$ cat config.mk
export PLATFORM = sky130hd
export DESIGN_NAME = vlanMapUpdater
export DESIGN_NICKNAME = d
export VERILOG_FILES = /design/src/rtl/vlanRmwPkg.sv /design/src/rtl/vlanRmwData.sv /design/src/rtl/vlanRmwCtrl.sv /design/src/rtl/vlanMapUpdater.sv
export SDC_FILE = /design/constraint.sdc
export NUM_CORES = 1
export LEC_CHECK = 0
export ABC_AREA = 1
export BUFFER_PORTS_ARGS = -buffer_cell sky130_fd_sc_hd__buf_2
export CAP_MARGIN = 10
export CORE_UTILIZATION = 56
export DETAILED_ROUTE_END_ITERATION = 16
export PLACE_DENSITY_LB_ADDON = 0.1
export SYNTH_ARGS = -nofsm -noshare
export SYNTH_HDL_FRONTEND = slang
export SYNTH_SLANG_ARGS = --single-unit
$ cat constraint.sdc
create_clock -name clk -period 3.7 [get_ports clk]
set_input_delay 0.555 -clock clk [delete_from_list [all_inputs] [get_ports clk]]
set_output_delay 0.555 -clock clk [all_outputs]
set_load 0.02 [all_outputs]
$ cat src/rtl/vlanRmwPkg.sv
`timescale 1ns/1ps
package vlanRmwPkg;
  localparam int NUM_PORTS = 6;
  localparam int VLAN_W    = 4;
  localparam int ADDR_W    = 8;
  localparam int DATA_W    = 16;
  localparam int PORT_W    = $clog2(NUM_PORTS + 1);
  localparam logic [ADDR_W-1:0] MAP_BASE = 8'h13;
  localparam int TAG_BIT   = 4;
  localparam int PVID_LSB  = 10;

  // Per-port configuration address: four odd slots, then consecutive.
  function automatic logic [ADDR_W-1:0] portCfgAddr(input logic [PORT_W-1:0] idx);
    if (idx < 4) portCfgAddr = ADDR_W'(2 * idx + 1);
    else         portCfgAddr = ADDR_W'(idx + 4);
  endfunction

  // Bit position of a port inside the VLAN map register.
  function automatic int portMapBit(input int idx);
    return (idx < 4) ? 2 * idx : idx + 3;
  endfunction

  typedef struct packed {
    logic                capture;
    logic                loadMap;
    logic                loadCfg;
    logic                selPort;
    logic [PORT_W-1:0]   port;
  } ctlStrobe_t;
endpackage

$ cat src/rtl/vlanRmwData.sv
`timescale 1ns/1ps
module vlanRmwData
  import vlanRmwPkg::*;
#(
  parameter int PORTS = NUM_PORTS,
  parameter int DW    = DATA_W,
  parameter int AW    = ADDR_W
) (
  input  logic             clk,
  input  logic             rst,
  input  ctlStrobe_t       stb,
  input  logic [VLAN_W-1:0] vlanIn,
  input  logic [PORTS-1:0] memberIn,
  input  logic [PORTS-1:0] untagIn,
  input  logic [PORTS-1:0] pvidIn,
  input  logic [DW-1:0]    rdData,
  output logic             isMember,
  output logic [AW-1:0]    reqAddr,
  output logic [DW-1:0]    reqWData
);
  logic [VLAN_W-1:0] vlanQ;
  logic [PORTS-1:0]  memberQ, untagQ, pvidQ;
  logic [DW-1:0]     mapQ, cfgQ, newMap, newCfg, keepMask, setMask;

  always_ff @(posedge clk) begin
    if (rst) begin
      vlanQ <= '0; memberQ <= '0; untagQ <= '0; pvidQ <= '0;
      mapQ <= '0; cfgQ <= '0;
    end else begin
      if (stb.capture) begin
        vlanQ <= vlanIn; memberQ <= memberIn;
        untagQ <= untagIn; pvidQ <= pvidIn;
      end
      if (stb.loadMap) mapQ <= rdData;
      if (stb.loadCfg) cfgQ <= rdData;
    end
  end

  generate
    for (genvar g = 0; g < PORTS; g++) begin : g_mapBit
      localparam int B = portMapBit(g);
      always_comb begin
        keepMask[B] = 1'b0;
        setMask[B]  = memberQ[g];
      end
    end
  endgenerate

  // Positions that do not belong to a port keep the value read back.
  always_comb begin
    for (int b = 0; b < DW; b++) begin
      if (!(b == 0 || b == 2 || b == 4 || b == 6 || b == 7 || b == 8)) begin
        keepMask[b] = 1'b1;
        setMask[b]  = 1'b0;
      end
    end
  end

  assign newMap   = (mapQ & keepMask) | setMask;
  assign isMember = (stb.port < PORTS) ? memberQ[stb.port] : 1'b0;

  always_comb begin
    newCfg = cfgQ;
    if (stb.port < PORTS) begin
      newCfg[TAG_BIT] = ~untagQ[stb.port];
      if (untagQ[stb.port] | pvidQ[stb.port])
        newCfg[PVID_LSB +: VLAN_W] = vlanQ;
    end
  end

  assign reqAddr  = stb.selPort ? portCfgAddr(stb.port) : MAP_BASE + AW'(vlanQ);
  assign reqWData = stb.selPort ? newCfg : newMap;

  a_r2_map_addr_range: assert property (@(posedge clk) disable iff (rst)
    !stb.selPort |-> (reqAddr >= MAP_BASE && reqAddr <= MAP_BASE + 8'd15));
endmodule

$ cat src/rtl/vlanRmwCtrl.sv
`timescale 1ns/1ps
module vlanRmwCtrl
  import vlanRmwPkg::*;
#(
  parameter int PORTS = NUM_PORTS
) (
  input  logic        clk,
  input  logic        rst,
  input  logic        start,
  input  logic        tooBig,
  input  logic        isMember,
  input  logic        busAck,
  output ctlStrobe_t  stb,
  output logic        busReq,
  output logic        busWrite,
  output logic        busy,
  output logic        done,
  output logic        err
);
  typedef enum logic [2:0] {S_IDLE, S_MAP_RD, S_SCAN, S_CFG_RD, S_CFG_WR, S_MAP_WR} state_e;
  state_e stateQ, stateD;
  logic [PORT_W-1:0] portQ, portD;
  logic doneQ, errQ;

  always_comb begin
    stb      = '0;
    stb.port = portQ;
    stateD   = stateQ;
    portD    = portQ;
    case (stateQ)
      S_IDLE: if (start && !tooBig) begin
        stb.capture = 1'b1;
        stateD      = S_MAP_RD;
      end
      S_MAP_RD: if (busAck) begin
        stb.loadMap = 1'b1;
        portD       = '0;
        stateD      = S_SCAN;
      end
      S_SCAN: begin
        if (portQ == PORT_W'(PORTS)) stateD = S_MAP_WR;
        else if (isMember)           stateD = S_CFG_RD;
        else                         portD  = portQ + 1'b1;
      end
      S_CFG_RD: begin
        stb.selPort = 1'b1;
        if (busAck) begin
          stb.loadCfg = 1'b1;
          stateD      = S_CFG_WR;
        end
      end
      S_CFG_WR: begin
        stb.selPort = 1'b1;
        if (busAck) begin
          portD  = portQ + 1'b1;
          stateD = S_SCAN;
        end
      end
      S_MAP_WR: if (busAck) stateD = S_IDLE;
      default: stateD = S_IDLE;
    endcase
  end

  always_ff @(posedge clk) begin
    if (rst) begin
      stateQ <= S_IDLE; portQ <= '0; doneQ <= 1'b0; errQ <= 1'b0;
    end else begin
      stateQ <= stateD;
      portQ  <= portD;
      doneQ  <= (stateQ == S_MAP_WR) && busAck;
      errQ   <= (stateQ == S_IDLE) && start && tooBig;
    end
  end

  assign busReq   = (stateQ == S_MAP_RD) || (stateQ == S_CFG_RD) ||
                    (stateQ == S_CFG_WR) || (stateQ == S_MAP_WR);
  assign busWrite = (stateQ == S_CFG_WR) || (stateQ == S_MAP_WR);
  assign busy     = (stateQ != S_IDLE);
  assign done     = doneQ;
  assign err      = errQ;

  a_r3_write_follows_read: assert property (@(posedge clk) disable iff (rst)
    (stateQ == S_CFG_WR) |-> ($past(stateQ) == S_CFG_RD || $past(stateQ) == S_CFG_WR));
  a_r7_done_after_write_ack: assert property (@(posedge clk) disable iff (rst)
    done |-> ($past(busAck) && $past(busWrite) && !busy));
  a_r8_reject_quiet: assert property (@(posedge clk) disable iff (rst)
    err |-> (!busy && !busReq));
endmodule

$ cat src/rtl/vlanMapUpdater.sv
`timescale 1ns/1ps
module vlanMapUpdater
  import vlanRmwPkg::*;
(
  input  logic        clk,
  input  logic        rst,
  input  logic        start,
  input  logic [4:0]  vlanIn,
  input  logic [5:0]  memberMask,
  input  logic [5:0]  untagMask,
  input  logic [5:0]  pvidMask,
  output logic        busy,
  output logic        done,
  output logic        err,
  output logic        busReq,
  output logic        busWrite,
  output logic [7:0]  busAddr,
  output logic [15:0] busWData,
  input  logic        busAck,
  input  logic [15:0] busRdData
);
  ctlStrobe_t stb;
  logic isMember;
  logic tooBig;

  assign tooBig = (vlanIn > 5'd15);

  vlanRmwCtrl #(.PORTS(NUM_PORTS)) i_ctrl (
    .clk(clk), .rst(rst), .start(start), .tooBig(tooBig), .isMember(isMember),
    .busAck(busAck), .stb(stb), .busReq(busReq), .busWrite(busWrite),
    .busy(busy), .done(done), .err(err)
  );

  vlanRmwData #(.PORTS(NUM_PORTS), .DW(DATA_W), .AW(ADDR_W)) i_data (
    .clk(clk), .rst(rst), .stb(stb), .vlanIn(vlanIn[VLAN_W-1:0]),
    .memberIn(memberMask), .untagIn(untagMask), .pvidIn(pvidMask),
    .rdData(busRdData), .isMember(isMember), .reqAddr(busAddr), .reqWData(busWData)
  );

  a_r1_req_held: assert property (@(posedge clk) disable iff (rst)
    (busReq && !busAck) |=> (busReq && $stable(busAddr) && $stable(busWrite) && $stable(busWData)));
endmodule

==> flow_summary.html, run 1 <==
<table>
<tr><th>Metric</th><th>Value</th></tr>
<tr><th colspan="2">Critical path</th></tr>
<tr><td>Top Family by Delay on Critical Path</td><td>simple AND/OR/NAND/NOR gates</td></tr>
<tr><td>Cell chain of the critical path</td><td>inv_2 &gt; nand2_1 &gt; nor2_1 &gt; nor2_4 &gt; inv_2 &gt; o21ai_0 &gt; buf_2</td></tr>
<tr><td>Data arrival time of the worst path</td><td>2.21 ns</td></tr>
<tr><td>Category of the worst setup path capture point</td><td>output pin</td></tr>
<tr><td>Required @ worst endpoint</td><td>3.14 ns</td></tr>
<tr><td>Kind of critical path</td><td>flop to output pin</td></tr>
<tr><td>Startpoint types</td><td>flop</td></tr>
<tr><td>Critical-path cell with the highest stage delay</td><td>sky130_fd_sc_hd__nor2_4</td></tr>
<tr><td>Library cell appearing most often on the critical path</td><td>sky130_fd_sc_hd__inv_2</td></tr>
<tr><td>CP max FO</td><td>27</td></tr>
<tr><td>Slowest stage delay, CP</td><td>0.48 ns</td></tr>
<tr><td>Worst Path Buf+Inv</td><td>3</td></tr>
<tr><th colspan="2">Synthesis</th></tr>
<tr><td>Unique cell type count in the Yosys netlist</td><td>29</td></tr>
<tr><td>Summed instance area of the synthesized netlist</td><td>2715 sq um</td></tr>
<tr><td>Post-Synthesis Mean Instance Area</td><td>6.822 sq um</td></tr>
<tr><td>Number of storage elements in the synthesis netlist</td><td>56</td></tr>
<tr><td>Post-Synthesis Cells</td><td>398</td></tr>
<tr><td>Sequential cell area fraction in the yosys report</td><td>0.4129</td></tr>
<tr><td>Count of yosys warnings during synthesis</td><td>0</td></tr>
<tr><th colspan="2">Clocking</th></tr>
<tr><td>Largest buffer count on any clock path</td><td>2</td></tr>
<tr><td>Number of buffers added for setup after CTS</td><td>0</td></tr>
<tr><td>Source-to-sink clock delay at the later pin of the worst-skew pair</td><td>0.31 ns</td></tr>
<tr><td>Clock transition time at the flip-flop clock pins of the worst setup and hold paths</td><td>0.10 ns</td></tr>
<tr><td>Total of hold buffers inserted after clock tree synthesis</td><td>0</td></tr>
<tr><td># clock sinks</td><td>56</td></tr>
<tr><td>TritonCTS Buffers</td><td>5</td></tr>
<tr><td>CTS H-tree depth</td><td>2</td></tr>
<tr><td>TritonCTS clock tree</td><td>built</td></tr>
<tr><td>Root buffer cell</td><td>sky130_fd_sc_hd__clkbuf_8</td></tr>
<tr><td>Count of cells resized by post-cts repair</td><td>0</td></tr>
<tr><th colspan="2">Layout</th></tr>
<tr><td>Fraction of layout cells with a size suffix above 1</td><td>0.2044</td></tr>
<tr><td>Filler cell count</td><td>406</td></tr>
<tr><td>Area of the multi-input gates</td><td>1282 sq um</td></tr>
<tr><td>Area used by sequential logic in the layout</td><td>1121 sq um</td></tr>
<tr><td>Final Net Count</td><td>499</td></tr>
<tr><td>Finished Core Util</td><td>0.6881</td></tr>
<tr><td>Diode insertion count for antenna repair</td><td>0</td></tr>
<tr><td>P&amp;R area growth vs syn</td><td>14.15%</td></tr>
<tr><th colspan="2">STA</th></tr>
<tr><td>Skew final</td><td>0.009030 ns</td></tr>
<tr><td>Total Neg Setup Slack</td><td>0 ns</td></tr>
<tr><td>Unrepaired setup endpoints after global routing</td><td>no</td></tr>
<tr><td>Setup Viol. Count Final</td><td>0</td></tr>
<tr><td>FMAX</td><td>362.0 MHz</td></tr>
<tr><td>Worst slew margin relative to its limit</td><td>0.5193</td></tr>
<tr><td>Final hold vios</td><td>0</td></tr>
<tr><td>Worst-margin pin slew</td><td>0.7185 ns</td></tr>
<tr><td>Final period utilization</td><td>0.7467</td></tr>
<tr><td>Slew Viols, Final</td><td>0</td></tr>
<tr><td>Time the final worst path needs with I/O delays and setup</td><td>2.763 ns</td></tr>
<tr><td>Fin Hold WS</td><td>0.4543 ns</td></tr>
<tr><th colspan="2">Routing</th></tr>
<tr><td>Number of nets still failing antenna checks after routing</td><td>0</td></tr>
<tr><td>Number of vias in the routed layout</td><td>2697</td></tr>
<tr><td>Detailed-route vias per instance</td><td>5.320</td></tr>
<tr><td>DRC viols</td><td>0</td></tr>
<tr><td>Mean routed wirelength per cell</td><td>11.83 microns</td></tr>
<tr><td>Initial DRT Pass Iterations</td><td>4</td></tr>
<tr><td>Starting DRT DRC Count</td><td>155</td></tr>
<tr><td>Sum of routed wire length over all layers</td><td>5.998 mm</td></tr>
<tr><th colspan="2">GRT</th></tr>
<tr><td>Vias in the first global route</td><td>2324</td></tr>
<tr><td>GRT Residual Overflow</td><td>0</td></tr>
<tr><td>First-pass GRT wire length</td><td>10.07 mm</td></tr>
<tr><td>Maximum number of pins on one net before global-route repair</td><td>50</td></tr>
<tr><td>Initial antenna violation count</td><td>0</td></tr>
<tr><td>Total routing resource utilization after global routing</td><td>0.2501</td></tr>
<tr><th colspan="2">Status</th></tr>
<tr><td>Status</td><td>complete, no violations</td></tr>
<tr><th colspan="2">Floorplan</th></tr>
<tr><td>Top Ports</td><td>72</td></tr>
<tr><td>Floorplan row count</td><td>24</td></tr>
<tr><td>Die Ht</td><td>71.63 microns</td></tr>
<tr><td>Die outline area</td><td>5131 sq um</td></tr>
<tr><td>Initial standard-cell utilization of the core</td><td>0.6028</td></tr>
<tr><td>Placeable core region</td><td>4504 sq um</td></tr>
<tr><td>Die W</td><td>71.63 microns</td></tr>
<tr><th colspan="2">Flow run</th></tr>
<tr><td>Max Cap Viol</td><td>0</td></tr>
<tr><th colspan="2">Power</th></tr>
<tr><td>Static leakage</td><td>0.001447 uW</td></tr>
<tr><td>PwrDens</td><td>629.8 nW/um^2</td></tr>
<tr><td>VDD IR-drop max</td><td>0.3400 mV</td></tr>
<tr><th colspan="2">Place</th></tr>
<tr><td>HPWL Detailed</td><td>4.243 mm</td></tr>
<tr><td>GPL Wtd Cong</td><td>0.8830</td></tr>
<tr><td>Number of port buffers</td><td>69</td></tr>
<tr><th colspan="2">Min path</th></tr>
<tr><td>Worst min-delay path class</td><td>flop to flop</td></tr>
</table>
==> tightest hold or removal path: cells and delay by family, from the launching register on <==
family | cells | cell delay [ns]
AOI/OAI and AO/OA | 1 | 0.05
buffers and inverters | 1 | 0.05
DFF | 1 | 0.31
==> where the power goes <==
part / switching, uW / total [uW] / internal, uW / leakage (uW)
combinational: 574 / 845 / 271 / 0.000946
clock: 204 / 339 / 135 / 0.0000445
sequential: 61.1 / 768 / 707 / 0.000456
total: 840 / 1950 / 1110 / 0.00145
==> sequential cells by signal, indices dropped and copies added (netlist names) <==
| name | count |
|---|---|
| i_ctrl.stateQ | 3 |
| i_data.cfgQ | 16 |
| i_data.memberQ | 6 |
| i_ctrl.err | 1 |
| i_data.pvidQ | 6 |
| i_ctrl.portQ | 3 |
| i_data.vlanQ | 4 |
| i_data.mapQ | 10 |
| i_data.untagQ | 6 |
| i_ctrl.done | 1 |
==> stage by stage <==
stage / instances / setup WS [ns] / power (uW) / instance area, sq um
floorplan: 399 / 1.655 / 1425 / 2719
global placement: 498 / 1.287 / 1609 / 2994
detailed placement: 498 / 1.289 / 1617 / 2994
CTS: 506 / 0.9278 / 1953 / 3084
global route: 507 / 0.7305 / 2108 / 3099
finish: 507 / 0.9373 / 1952 / 3099
==> layout by cell type, fill, tap and decap left out, drive strengths merged <==
cell type | synthesis | layout
dfxtp | 56 | 56
a31oi | 1 | 1
a21oi | 43 | 43
o211ai | 1 | 1
nand3 | 26 | 26
or2 | 1 | 1
nor2 | 49 | 49
inv | 48 | 49
nand2 | 74 | 74
nor3 | 3 | 3
nand3b | 1 | 1
conb | 1 | 2
xor2 | 1 | 1
clkinvlp | 0 | 1
o21ai | 67 | 67
clkbuf | 8 | 5
nor4 | 1 | 1
clkinv | 0 | 1
buf | 14 | 70
ha | 2 | 2
o22ai | 1 | 1
==> final cells by class <==
type | instances | share of cell area
Multi-Input combinational cell | 273 | 0.4138
Sequential cell | 56 | 0.3617
Timing Repair Buffer | 70 | 0.1163
Inverter | 48 | 0.05813
Clock buffer | 5 | 0.02220
Tap cell | 52 | 0.02099
Clock inverter | 3 | 0.006863
==> synthesized netlist by cell type <==
cell	count	area, sq um
sky130_fd_sc_hd__nor4_1	1	6.260
sky130_fd_sc_hd__inv_2	5	18.77
sky130_fd_sc_hd__nor3_1	2	10.01
sky130_fd_sc_hd__ha_1	2	25.02
sky130_fd_sc_hd__a31oi_1	1	6.260
sky130_fd_sc_hd__buf_1	1	3.750
sky130_fd_sc_hd__o21ai_0	67	335.3
sky130_fd_sc_hd__nand2_2	2	12.51
sky130_fd_sc_hd__nor3_4	1	16.27
sky130_fd_sc_hd__nand3b_1	1	7.510
sky130_fd_sc_hd__inv_1	43	161.4
sky130_fd_sc_hd__dfxtp_1	56	1121
sky130_fd_sc_hd__clkbuf_2	1	5.000
sky130_fd_sc_hd__buf_2	5	25.02
sky130_fd_sc_hd__or2_2	1	6.260
sky130_fd_sc_hd__clkbuf_1	7	26.28
sky130_fd_sc_hd__nand2_1	72	270.3
sky130_fd_sc_hd__conb_1	1	3.750
sky130_fd_sc_hd__nor2_4	2	22.52
sky130_fd_sc_hd__a21oi_1	41	205.2
sky130_fd_sc_hd__nor2_2	2	12.51
sky130_fd_sc_hd__buf_4	4	30.03
sky130_fd_sc_hd__nor2_1	45	168.9
sky130_fd_sc_hd__buf_6	4	45.04
sky130_fd_sc_hd__o22ai_1	1	6.260
sky130_fd_sc_hd__xor2_1	1	8.760
sky130_fd_sc_hd__a21oi_2	2	17.52
sky130_fd_sc_hd__nand3_1	26	130.1
sky130_fd_sc_hd__o211ai_1	1	7.510
==> metal layers <==
metal / wire (microns) / part of all wire / GRT usage / vias to the layer above
li1: - / - / - / 1393
met1: 2805 / 0.47 / 0.3126 / 1203
met5: 0 / 0 / 0 / -
met3: 351 / 0.059 / 0.06892 / 7
met4: 58 / 0.0097 / 0.07190 / 0
met2: 2783 / 0.46 / 0.4235 / 94
==> cells by family (layout without fill, tap and decap cells) <==
logic type,after synthesis,in the layout,synth area share
compound gates,113,113,0.2129
simple gates,155,155,0.2442
other cells,1,2,0.001381
xor+xnor,1,1,0.003226
buf+inv,70,126,0.1161
fa+ha+maj,2,2,0.009215
flops,56,56,0.4129
==> path summary, 6_finish.rpt <==
kind | from | to | slack [ns] | cells past startpoint
setup / recovery | i_ctrl.stateQ[1] | busAddr[0] | 0.94 | 7
hold reg to reg | i_data.cfgQ[2] | i_data.cfgQ[2] | 0.45 | 2
hold / removal | i_data.cfgQ[2] | i_data.cfgQ[2] | 0.45 | 2
setup reg to reg | i_ctrl.stateQ[0] | i_data.mapQ[14] | 1.63 | 7
Power figures use the tool's default switching activity.
==> run 2, diff against run 1 <==
--- a/config.mk
+++ b/config.mk
@@ -8,7 +8,7 @@
 export ABC_AREA = 1
 export BUFFER_PORTS_ARGS = -buffer_cell sky130_fd_sc_hd__buf_2
 export CAP_MARGIN = 10
-export CORE_UTILIZATION = 56
+export CORE_UTILIZATION = 52
 export DETAILED_ROUTE_END_ITERATION = 16
 export PLACE_DENSITY_LB_ADDON = 0.1
 export SYNTH_ARGS = -nofsm -noshare
==> constraint.sdc (replaced) <==
create_clock -name clk -period 2.6 [get_ports clk]
set_input_delay 0.39 -clock clk [delete_from_list [all_inputs] [get_ports clk]]
set_output_delay 0.39 -clock clk [all_outputs]
set_load 0.02 [all_outputs]
==> run 2 against run 1 <==
Against the previous run: routed wire length increased by 2.2%; combinational power is 44% higher; final area up 2.0%; die area rose by 7.5%.
==> flow_summary.html, run 2 (synthesized netlist as in run 1, its figures left out) <==
<table>
<tr><th>Metric</th><th>Value</th></tr>
<tr><th colspan="2">Status</th></tr>
<tr><td>Status</td><td>complete, no violations</td></tr>
<tr><th colspan="2">Layout</th></tr>
<tr><td>P&amp;R area growth vs syn</td><td>16.41%</td></tr>
<tr><td>Number of flip-flops under the largest register name</td><td>16</td></tr>
<tr><td>Final Net Count</td><td>501</td></tr>
<tr><td>Commonest cells after routing, fill and taps aside</td><td>sky130_fd_sc_hd__nand2_1, sky130_fd_sc_hd__buf_2, sky130_fd_sc_hd__o21ai_0</td></tr>
<tr><td>Biggest register</td><td>i_data.cfgQ</td></tr>
<tr><td>Count of non-filler cells in the finished layout</td><td>524</td></tr>
<tr><td>Area of all placed cells without fillers</td><td>3161 sq um</td></tr>
<tr><td>Fraction of layout cells with a size suffix above 1</td><td>0.2079</td></tr>
<tr><td>Top Registers</td><td>i_data.cfgQ (16), i_data.mapQ (10)</td></tr>
<tr><td>Filler cell count</td><td>483</td></tr>
<tr><td>Most frequent standard cell in the layout excluding fill and tap cells</td><td>sky130_fd_sc_hd__nand2_1</td></tr>
<tr><td>Diode insertion count for antenna repair</td><td>0</td></tr>
<tr><th colspan="2">Clocking</th></tr>
<tr><td>Largest buffer count on any clock path</td><td>2</td></tr>
<tr><td>Count of cells resized by post-cts repair</td><td>0</td></tr>
<tr><td>Source-to-sink clock delay at the later pin of the worst-skew pair</td><td>0.31 ns</td></tr>
<tr><td>TritonCTS Buffers</td><td>5</td></tr>
<tr><td>Clock transition time at the flip-flop clock pins of the worst setup and hold paths</td><td>0.10 ns</td></tr>
<tr><td>Total of hold buffers inserted after clock tree synthesis</td><td>0</td></tr>
<tr><td>TritonCTS clock tree</td><td>built</td></tr>
<tr><td>Number of buffers added for setup after CTS</td><td>0</td></tr>
<tr><td>CTS H-tree depth</td><td>2</td></tr>
<tr><td># clock sinks</td><td>56</td></tr>
<tr><td>Root buffer cell</td><td>sky130_fd_sc_hd__clkbuf_8</td></tr>
<tr><th colspan="2">GRT</th></tr>
<tr><td>Initial antenna violation count</td><td>0</td></tr>
<tr><td>GRT Residual Overflow</td><td>0</td></tr>
<tr><td>Total routing resource utilization after global routing</td><td>0.2336</td></tr>
<tr><td>Maximum number of pins on one net before global-route repair</td><td>40</td></tr>
<tr><td>Vias in the first global route</td><td>2241</td></tr>
<tr><td>First-pass GRT wire length</td><td>9.839 mm</td></tr>
<tr><th colspan="2">Power</th></tr>
<tr><td>Combinational group share of total power</td><td>0.423</td></tr>
<tr><td>Portion of total power attributed to sequential cells</td><td>0.377</td></tr>
<tr><td>PwrDens</td><td>916.3 nW/um^2</td></tr>
<tr><td>VDD IR-drop max</td><td>0.5213 mV</td></tr>
<tr><td>Power share of the clock group</td><td>0.201</td></tr>
<tr><td>Static leakage</td><td>0.001470 uW</td></tr>
<tr><td>Cell internal pwr</td><td>1694 uW</td></tr>
<tr><td>Net switching share of the total power</td><td>0.4149</td></tr>
<tr><td>Sw Pwr</td><td>1202 uW</td></tr>
<tr><th colspan="2">Place</th></tr>
<tr><td>HPWL Detailed</td><td>4.404 mm</td></tr>
<tr><td>Post-DP Area</td><td>3048 sq um</td></tr>
<tr><td>Placement-stage worst setup slack</td><td>0.5461 ns</td></tr>
<tr><td>Number of cells in the design after placement</td><td>516</td></tr>
<tr><td>GPL Wtd Cong</td><td>0.9002</td></tr>
<tr><td>Number of port buffers</td><td>69</td></tr>
<tr><th colspan="2">Critical path</th></tr>
<tr><td>Top Family by Delay on Critical Path</td><td>simple AND/OR/NAND/NOR gates</td></tr>
<tr><td>Startpoint types</td><td>flop</td></tr>
<tr><td>Cell chain of the critical path</td><td>inv_2 &gt; nand2_1 &gt; nand3_1 &gt; nand2_1 &gt; a21oi_2 &gt; nand2_1 &gt; nand2_1 &gt; nand3_1 &gt; nand2_1 &gt; buf_2</td></tr>
<tr><td>Data arrival time of the worst path</td><td>1.95 ns</td></tr>
<tr><td>Slowest stage delay, CP</td><td>0.39 ns</td></tr>
<tr><td>Worst Path Buf+Inv</td><td>2</td></tr>
<tr><td>Category of the worst setup path capture point</td><td>output pin</td></tr>
<tr><td>Required @ worst endpoint</td><td>2.21 ns</td></tr>
<tr><td>CP max FO</td><td>15</td></tr>
<tr><td>Kind of critical path</td><td>flop to output pin</td></tr>
<tr><td>Critical-path cell with the highest stage delay</td><td>sky130_fd_sc_hd__dfxtp_2</td></tr>
<tr><td>Library cell appearing most often on the critical path</td><td>sky130_fd_sc_hd__nand2_1</td></tr>
<tr><th colspan="2">Routing</th></tr>
<tr><td>Mean routed wirelength per cell</td><td>11.70 microns</td></tr>
<tr><td>Number of vias in the routed layout</td><td>2617</td></tr>
<tr><td>Initial DRT Pass Iterations</td><td>4</td></tr>
<tr><td>Number of nets still failing antenna checks after routing</td><td>0</td></tr>
<tr><td>DRC viols</td><td>0</td></tr>
<tr><td>Sum of routed wire length over all layers</td><td>6.130 mm</td></tr>
<tr><td>Detailed-route vias per instance</td><td>4.994</td></tr>
<tr><td>Starting DRT DRC Count</td><td>153</td></tr>
<tr><th colspan="2">STA</th></tr>
<tr><td>Slew Viols, Final</td><td>0</td></tr>
<tr><td>Worst slew margin relative to its limit</td><td>0.6017</td></tr>
<tr><td>Final hold vios</td><td>0</td></tr>
<tr><td>Fin Hold WS</td><td>0.2914 ns</td></tr>
<tr><td>Setup Viol. Count Final</td><td>0</td></tr>
<tr><td>FMAX</td><td>427.7 MHz</td></tr>
<tr><td>Final period utilization</td><td>0.8993</td></tr>
<tr><td>Worst-margin pin slew</td><td>0.5968 ns</td></tr>
<tr><td>Skew final</td><td>0.006837 ns</td></tr>
<tr><td>Unrepaired setup endpoints after global routing</td><td>no</td></tr>
<tr><td>Time the final worst path needs with I/O delays and setup</td><td>2.338 ns</td></tr>
<tr><td>Final Worst Setup Slack</td><td>0.2618 ns</td></tr>
<tr><td>Total Neg Setup Slack</td><td>0 ns</td></tr>
<tr><th colspan="2">Min path</th></tr>
<tr><td>Worst min-delay path class</td><td>primary input to flop</td></tr>
<tr><th colspan="2">Floorplan</th></tr>
<tr><td>Top Ports</td><td>72</td></tr>
<tr><td>Die Ht</td><td>74.26 microns</td></tr>
<tr><td>Die outline area</td><td>5515 sq um</td></tr>
<tr><td>Floorplan row count</td><td>25</td></tr>
<tr><td>Placeable core region</td><td>4880 sq um</td></tr>
<tr><td>Die W</td><td>74.26 microns</td></tr>
<tr><td>Initial standard-cell utilization of the core</td><td>0.5564</td></tr>
<tr><th colspan="2">Flow run</th></tr>
<tr><td>Max Cap Viol</td><td>0</td></tr>
</table>
==> run 2: worst paths after layout <==
check | startpoint | to | slack, ns | cells after the start
min | pvidMask[4] | i_data.pvidQ[4] | 0.29 | 3
max | i_ctrl.portQ[0] | busWData[11] | 0.26 | 10
min reg2reg | i_data.cfgQ[6] | i_data.cfgQ[6] | 0.45 | 2
max reg2reg | i_ctrl.stateQ[0] | i_data.cfgQ[10] | 0.92 | 7
==> run 2: power by group through the flow <==
| stage | clock network, uW | registers [uW] | logic (uW) |
|---|---|---|---|
| 2_1_floorplan | 0 | 1090 | 942 |
| 6_report | 581 | 1090 | 1220 |
| 3_3_place_gp | 0 | 1110 | 1200 |
| 4_1_cts | 592 | 1090 | 1220 |
| 5_1_grt | 624 | 1110 | 1380 |
| 3_5_place_dp | 0 | 1110 | 1220 |
==> run 2: area by class of cell <==
type	instances	area, sq um	area share
clock buffers	6	72.57	0.02296
clock inverters	2	38.79	0.01227
inverters	48	180.2	0.05701
multi-input cells	273	1282	0.4058
flip-flops and latches	56	1122	0.3551
well taps	67	83.83	0.02652
repair buffers	72	380.4	0.1203
==> run 2: per-stage QoR <==
step | power [uW] | util
4_1_cts | 2905 | 0.6474
6_report | 2896 | 0.6477
3_5_place_dp | 2324 | 0.6246
5_1_grt | 3111 | 0.6477
3_3_place_gp | 2310 | 0.6246
2_1_floorplan | 2027 | -
==> run 2: metal layers <==
layer	GRT usage	vias to the layer above	wire length, microns	share of wire
li1	-	1392	-	-
met1	0.3133	1133	2928	0.48
met2	0.3778	86	2770	0.45
met3	0.04878	6	358	0.058
met4	0.07547	0	74	0.012
met5	0	-	0	0
==> run 2: worst min-delay path, stage by stage <==
cell and delay, ns:
sky130_fd_sc_hd__buf_2 0.07, sky130_fd_sc_hd__nor2_1 0.03, sky130_fd_sc_hd__nor2_1 0.08
==> run 3, diff against run 2 <==
--- a/config.mk
+++ b/config.mk
@@ -11,6 +11,7 @@
 export CORE_UTILIZATION = 52
 export DETAILED_ROUTE_END_ITERATION = 16
 export PLACE_DENSITY_LB_ADDON = 0.1
+export REMOVE_ABC_BUFFERS = 1
 export SYNTH_ARGS = -nofsm -noshare
 export SYNTH_HDL_FRONTEND = slang
 export SYNTH_SLANG_ARGS = --single-unit
==> run 3 against run 2 <==
Against the previous run: first-iteration DRC count shrank 24%; combinational power about the same; clock power is 13% lower; sequential cell count is the same; total power down 2.3%; die area did not move; global-route usage rose by 0.58 points; non-clock buffer count unchanged; critical endpoint is now busWData[10].
==> flow_summary.html, run 3 (synthesized netlist as in run 1, its figures left out) <==
<table>
<tr><th>Metric</th><th>Value</th></tr>
<tr><th colspan="2">Status</th></tr>
<tr><td>Status</td><td>complete, no violations</td></tr>
<tr><th colspan="2">Place</th></tr>
<tr><td>GPL Wtd Cong</td><td>0.9159</td></tr>
<tr><td>Number of port buffers</td><td>69</td></tr>
<tr><td>HPWL Detailed</td><td>4.479 mm</td></tr>
<tr><td>Post-DP Area</td><td>3048 sq um</td></tr>
<tr><td>Placement-stage worst setup slack</td><td>0.5291 ns</td></tr>
<tr><th colspan="2">Routing</th></tr>
<tr><td>Initial DRT Pass Iterations</td><td>4</td></tr>
<tr><td>Detailed-route vias per instance</td><td>5.044</td></tr>
<tr><td>Starting DRT DRC Count</td><td>117</td></tr>
<tr><td>Number of nets still failing antenna checks after routing</td><td>0</td></tr>
<tr><td>Mean routed wirelength per cell</td><td>11.81 microns</td></tr>
<tr><td>Sum of routed wire length over all layers</td><td>6.189 mm</td></tr>
<tr><td>DRC viols</td><td>0</td></tr>
<tr><td>Number of vias in the routed layout</td><td>2643</td></tr>
<tr><th colspan="2">Floorplan</th></tr>
<tr><td>Placeable core region</td><td>4880 sq um</td></tr>
<tr><td>Top Ports</td><td>72</td></tr>
<tr><td>Die Ht</td><td>74.26 microns</td></tr>
<tr><td>Floorplan row count</td><td>25</td></tr>
<tr><td>Initial standard-cell utilization of the core</td><td>0.5564</td></tr>
<tr><td>Die outline area</td><td>5515 sq um</td></tr>
<tr><td>Die W</td><td>74.26 microns</td></tr>
<tr><th colspan="2">Layout</th></tr>
<tr><td>Biggest register</td><td>i_data.cfgQ</td></tr>
<tr><td>Diode insertion count for antenna repair</td><td>0</td></tr>
<tr><td>Most frequent standard cell in the layout excluding fill and tap cells</td><td>sky130_fd_sc_hd__nand2_1</td></tr>
<tr><td>Number of flip-flops under the largest register name</td><td>16</td></tr>
<tr><td>Fraction of layout cells with a size suffix above 1</td><td>0.2101</td></tr>
<tr><td>Area used by sequential logic in the layout</td><td>1122 sq um</td></tr>
<tr><td>Top Registers</td><td>i_data.cfgQ (16), i_data.mapQ (10)</td></tr>
<tr><td>Filler cell count</td><td>474</td></tr>
<tr><td>Final Net Count</td><td>501</td></tr>
<tr><td>Commonest cells after routing, fill and taps aside</td><td>sky130_fd_sc_hd__nand2_1, sky130_fd_sc_hd__buf_2, sky130_fd_sc_hd__o21ai_0</td></tr>
<tr><td>P&amp;R area growth vs syn</td><td>15.90%</td></tr>
<tr><td>Area of all placed cells without fillers</td><td>3147 sq um</td></tr>
<tr><td>Finished Core Util</td><td>0.6449</td></tr>
<tr><td>Area of the multi-input gates</td><td>1282 sq um</td></tr>
<tr><th colspan="2">Clocking</th></tr>
<tr><td>Clock transition time at the flip-flop clock pins of the worst setup and hold paths</td><td>0.11 ns</td></tr>
<tr><td>TritonCTS Buffers</td><td>5</td></tr>
<tr><td># clock sinks</td><td>56</td></tr>
<tr><td>Number of buffers added for setup after CTS</td><td>0</td></tr>
<tr><td>Source-to-sink clock delay at the later pin of the worst-skew pair</td><td>0.32 ns</td></tr>
<tr><td>Count of cells resized by post-cts repair</td><td>0</td></tr>
<tr><td>CTS H-tree depth</td><td>2</td></tr>
<tr><td>Total of hold buffers inserted after clock tree synthesis</td><td>0</td></tr>
<tr><td>Largest buffer count on any clock path</td><td>2</td></tr>
<tr><td>Root buffer cell</td><td>sky130_fd_sc_hd__clkbuf_8</td></tr>
<tr><td>TritonCTS clock tree</td><td>built</td></tr>
<tr><th colspan="2">GRT</th></tr>
<tr><td>Maximum number of pins on one net before global-route repair</td><td>40</td></tr>
<tr><td>Total routing resource utilization after global routing</td><td>0.2394</td></tr>
<tr><td>Vias in the first global route</td><td>2332</td></tr>
<tr><td>GRT Residual Overflow</td><td>0</td></tr>
<tr><td>Initial antenna violation count</td><td>0</td></tr>
<tr><td>First-pass GRT wire length</td><td>10.05 mm</td></tr>
<tr><th colspan="2">STA</th></tr>
<tr><td>FMAX</td><td>422.5 MHz</td></tr>
<tr><td>Setup Viol. Count Final</td><td>0</td></tr>
<tr><td>Final Worst Setup Slack</td><td>0.2333 ns</td></tr>
<tr><td>Final hold vios</td><td>0</td></tr>
<tr><td>Time the final worst path needs with I/O delays and setup</td><td>2.367 ns</td></tr>
<tr><td>Worst-margin pin slew</td><td>0.6874 ns</td></tr>
<tr><td>Unrepaired setup endpoints after global routing</td><td>no</td></tr>
<tr><td>Skew final</td><td>0.01369 ns</td></tr>
<tr><td>Worst slew margin relative to its limit</td><td>0.5413</td></tr>
<tr><td>Slew Viols, Final</td><td>0</td></tr>
<tr><td>Fin Hold WS</td><td>0.2960 ns</td></tr>
<tr><td>Total Neg Setup Slack</td><td>0 ns</td></tr>
<tr><td>Final period utilization</td><td>0.9103</td></tr>
<tr><th colspan="2">Critical path</th></tr>
<tr><td>Cell chain of the critical path</td><td>inv_1 &gt; nand3_1 &gt; nand2_1 &gt; a21oi_2 &gt; nand2_1 &gt; nand2_1 &gt; nand3_1 &gt; nand2_1 &gt; buf_2</td></tr>
<tr><td>Category of the worst setup path capture point</td><td>output pin</td></tr>
<tr><td>Path depth of the worst reg2reg path</td><td>7</td></tr>
<tr><td>Critical-path cell with the highest stage delay</td><td>sky130_fd_sc_hd__dfxtp_1</td></tr>
<tr><td>Library cell appearing most often on the critical path</td><td>sky130_fd_sc_hd__nand2_1</td></tr>
<tr><td>Kind of critical path</td><td>flop to output pin</td></tr>
<tr><td>Required @ worst endpoint</td><td>2.21 ns</td></tr>
<tr><td>CP max FO</td><td>8</td></tr>
<tr><td>Startpoint types</td><td>flop</td></tr>
<tr><td>Slowest stage delay, CP</td><td>0.51 ns</td></tr>
<tr><td>Data arrival time of the worst path</td><td>1.98 ns</td></tr>
<tr><th colspan="2">Power</th></tr>
<tr><td>PwrDens</td><td>898.7 nW/um^2</td></tr>
<tr><td>VDD IR-drop max</td><td>0.5379 mV</td></tr>
<tr><td>Static leakage</td><td>0.001466 uW</td></tr>
<tr><th colspan="2">Flow run</th></tr>
<tr><td>Max Cap Viol</td><td>0</td></tr>
<tr><th colspan="2">Min path</th></tr>
<tr><td>Worst min-delay path class</td><td>primary input to flop</td></tr>
<tr><td>Hold Path Cell Cnt</td><td>3</td></tr>
</table>
-- run 3: per-stage QoR --
step	cells	total power, uW
4_1_cts	524	2841
6_report	524	2828
2_1_floorplan	377	1964
3_5_place_dp	516	2329
5_1_grt	524	3058
3_3_place_gp	516	2309
-- run 3: path summary, 6_finish.rpt --
path               startpoint             end  slack (ns)
max           i_ctrl.portQ[1]    busWData[10]        0.23
min reg2reg    i_data.cfgQ[6]  i_data.cfgQ[6]        0.45
max reg2reg  i_ctrl.stateQ[0]  i_data.cfgQ[8]        0.91
min              busRdData[5]  i_data.mapQ[5]        0.30
-- run 3: final cells by class --
type                    instances  area share
flip-flops and latches         56      0.3567
clock inverters                 3    0.009145
inverters                      48     0.05726
repair buffers                 72      0.1209
multi-input cells             273      0.4076
well taps                      67     0.02664
clock buffers                   5     0.02187
-- run 3: per-layer routing --
| layer | vias to the layer above | part of all wire | global-route usage |
|---|---|---|---|
| met5 | - | 0 | 0 |
| met4 | 0 | 0.0047 | 0.05660 |
| met3 | 4 | 0.038 | 0.06098 |
| met2 | 61 | 0.49 | 0.4384 |
| met1 | 1181 | 0.46 | 0.2796 |
| li1 | 1397 | - | - |
-- run 3: critical path: cells and delay by family, from the launching register on --
family	cells	cell delay, ns
AOI/OAI and AO/OA	1	0.29
and+or+nand+nor	6	0.56
DFF	1	0.51
buffers and inverters	2	0.30
-- run 3: report_power, final --
group	internal, uW	leakage, uW	total, uW	switching, uW
logic	396	0.000958	1230	832
registers	1010	0.000457	1090	85.6
clock network	204	0.0000511	508	304
total	1610	0.00147	2830	1220
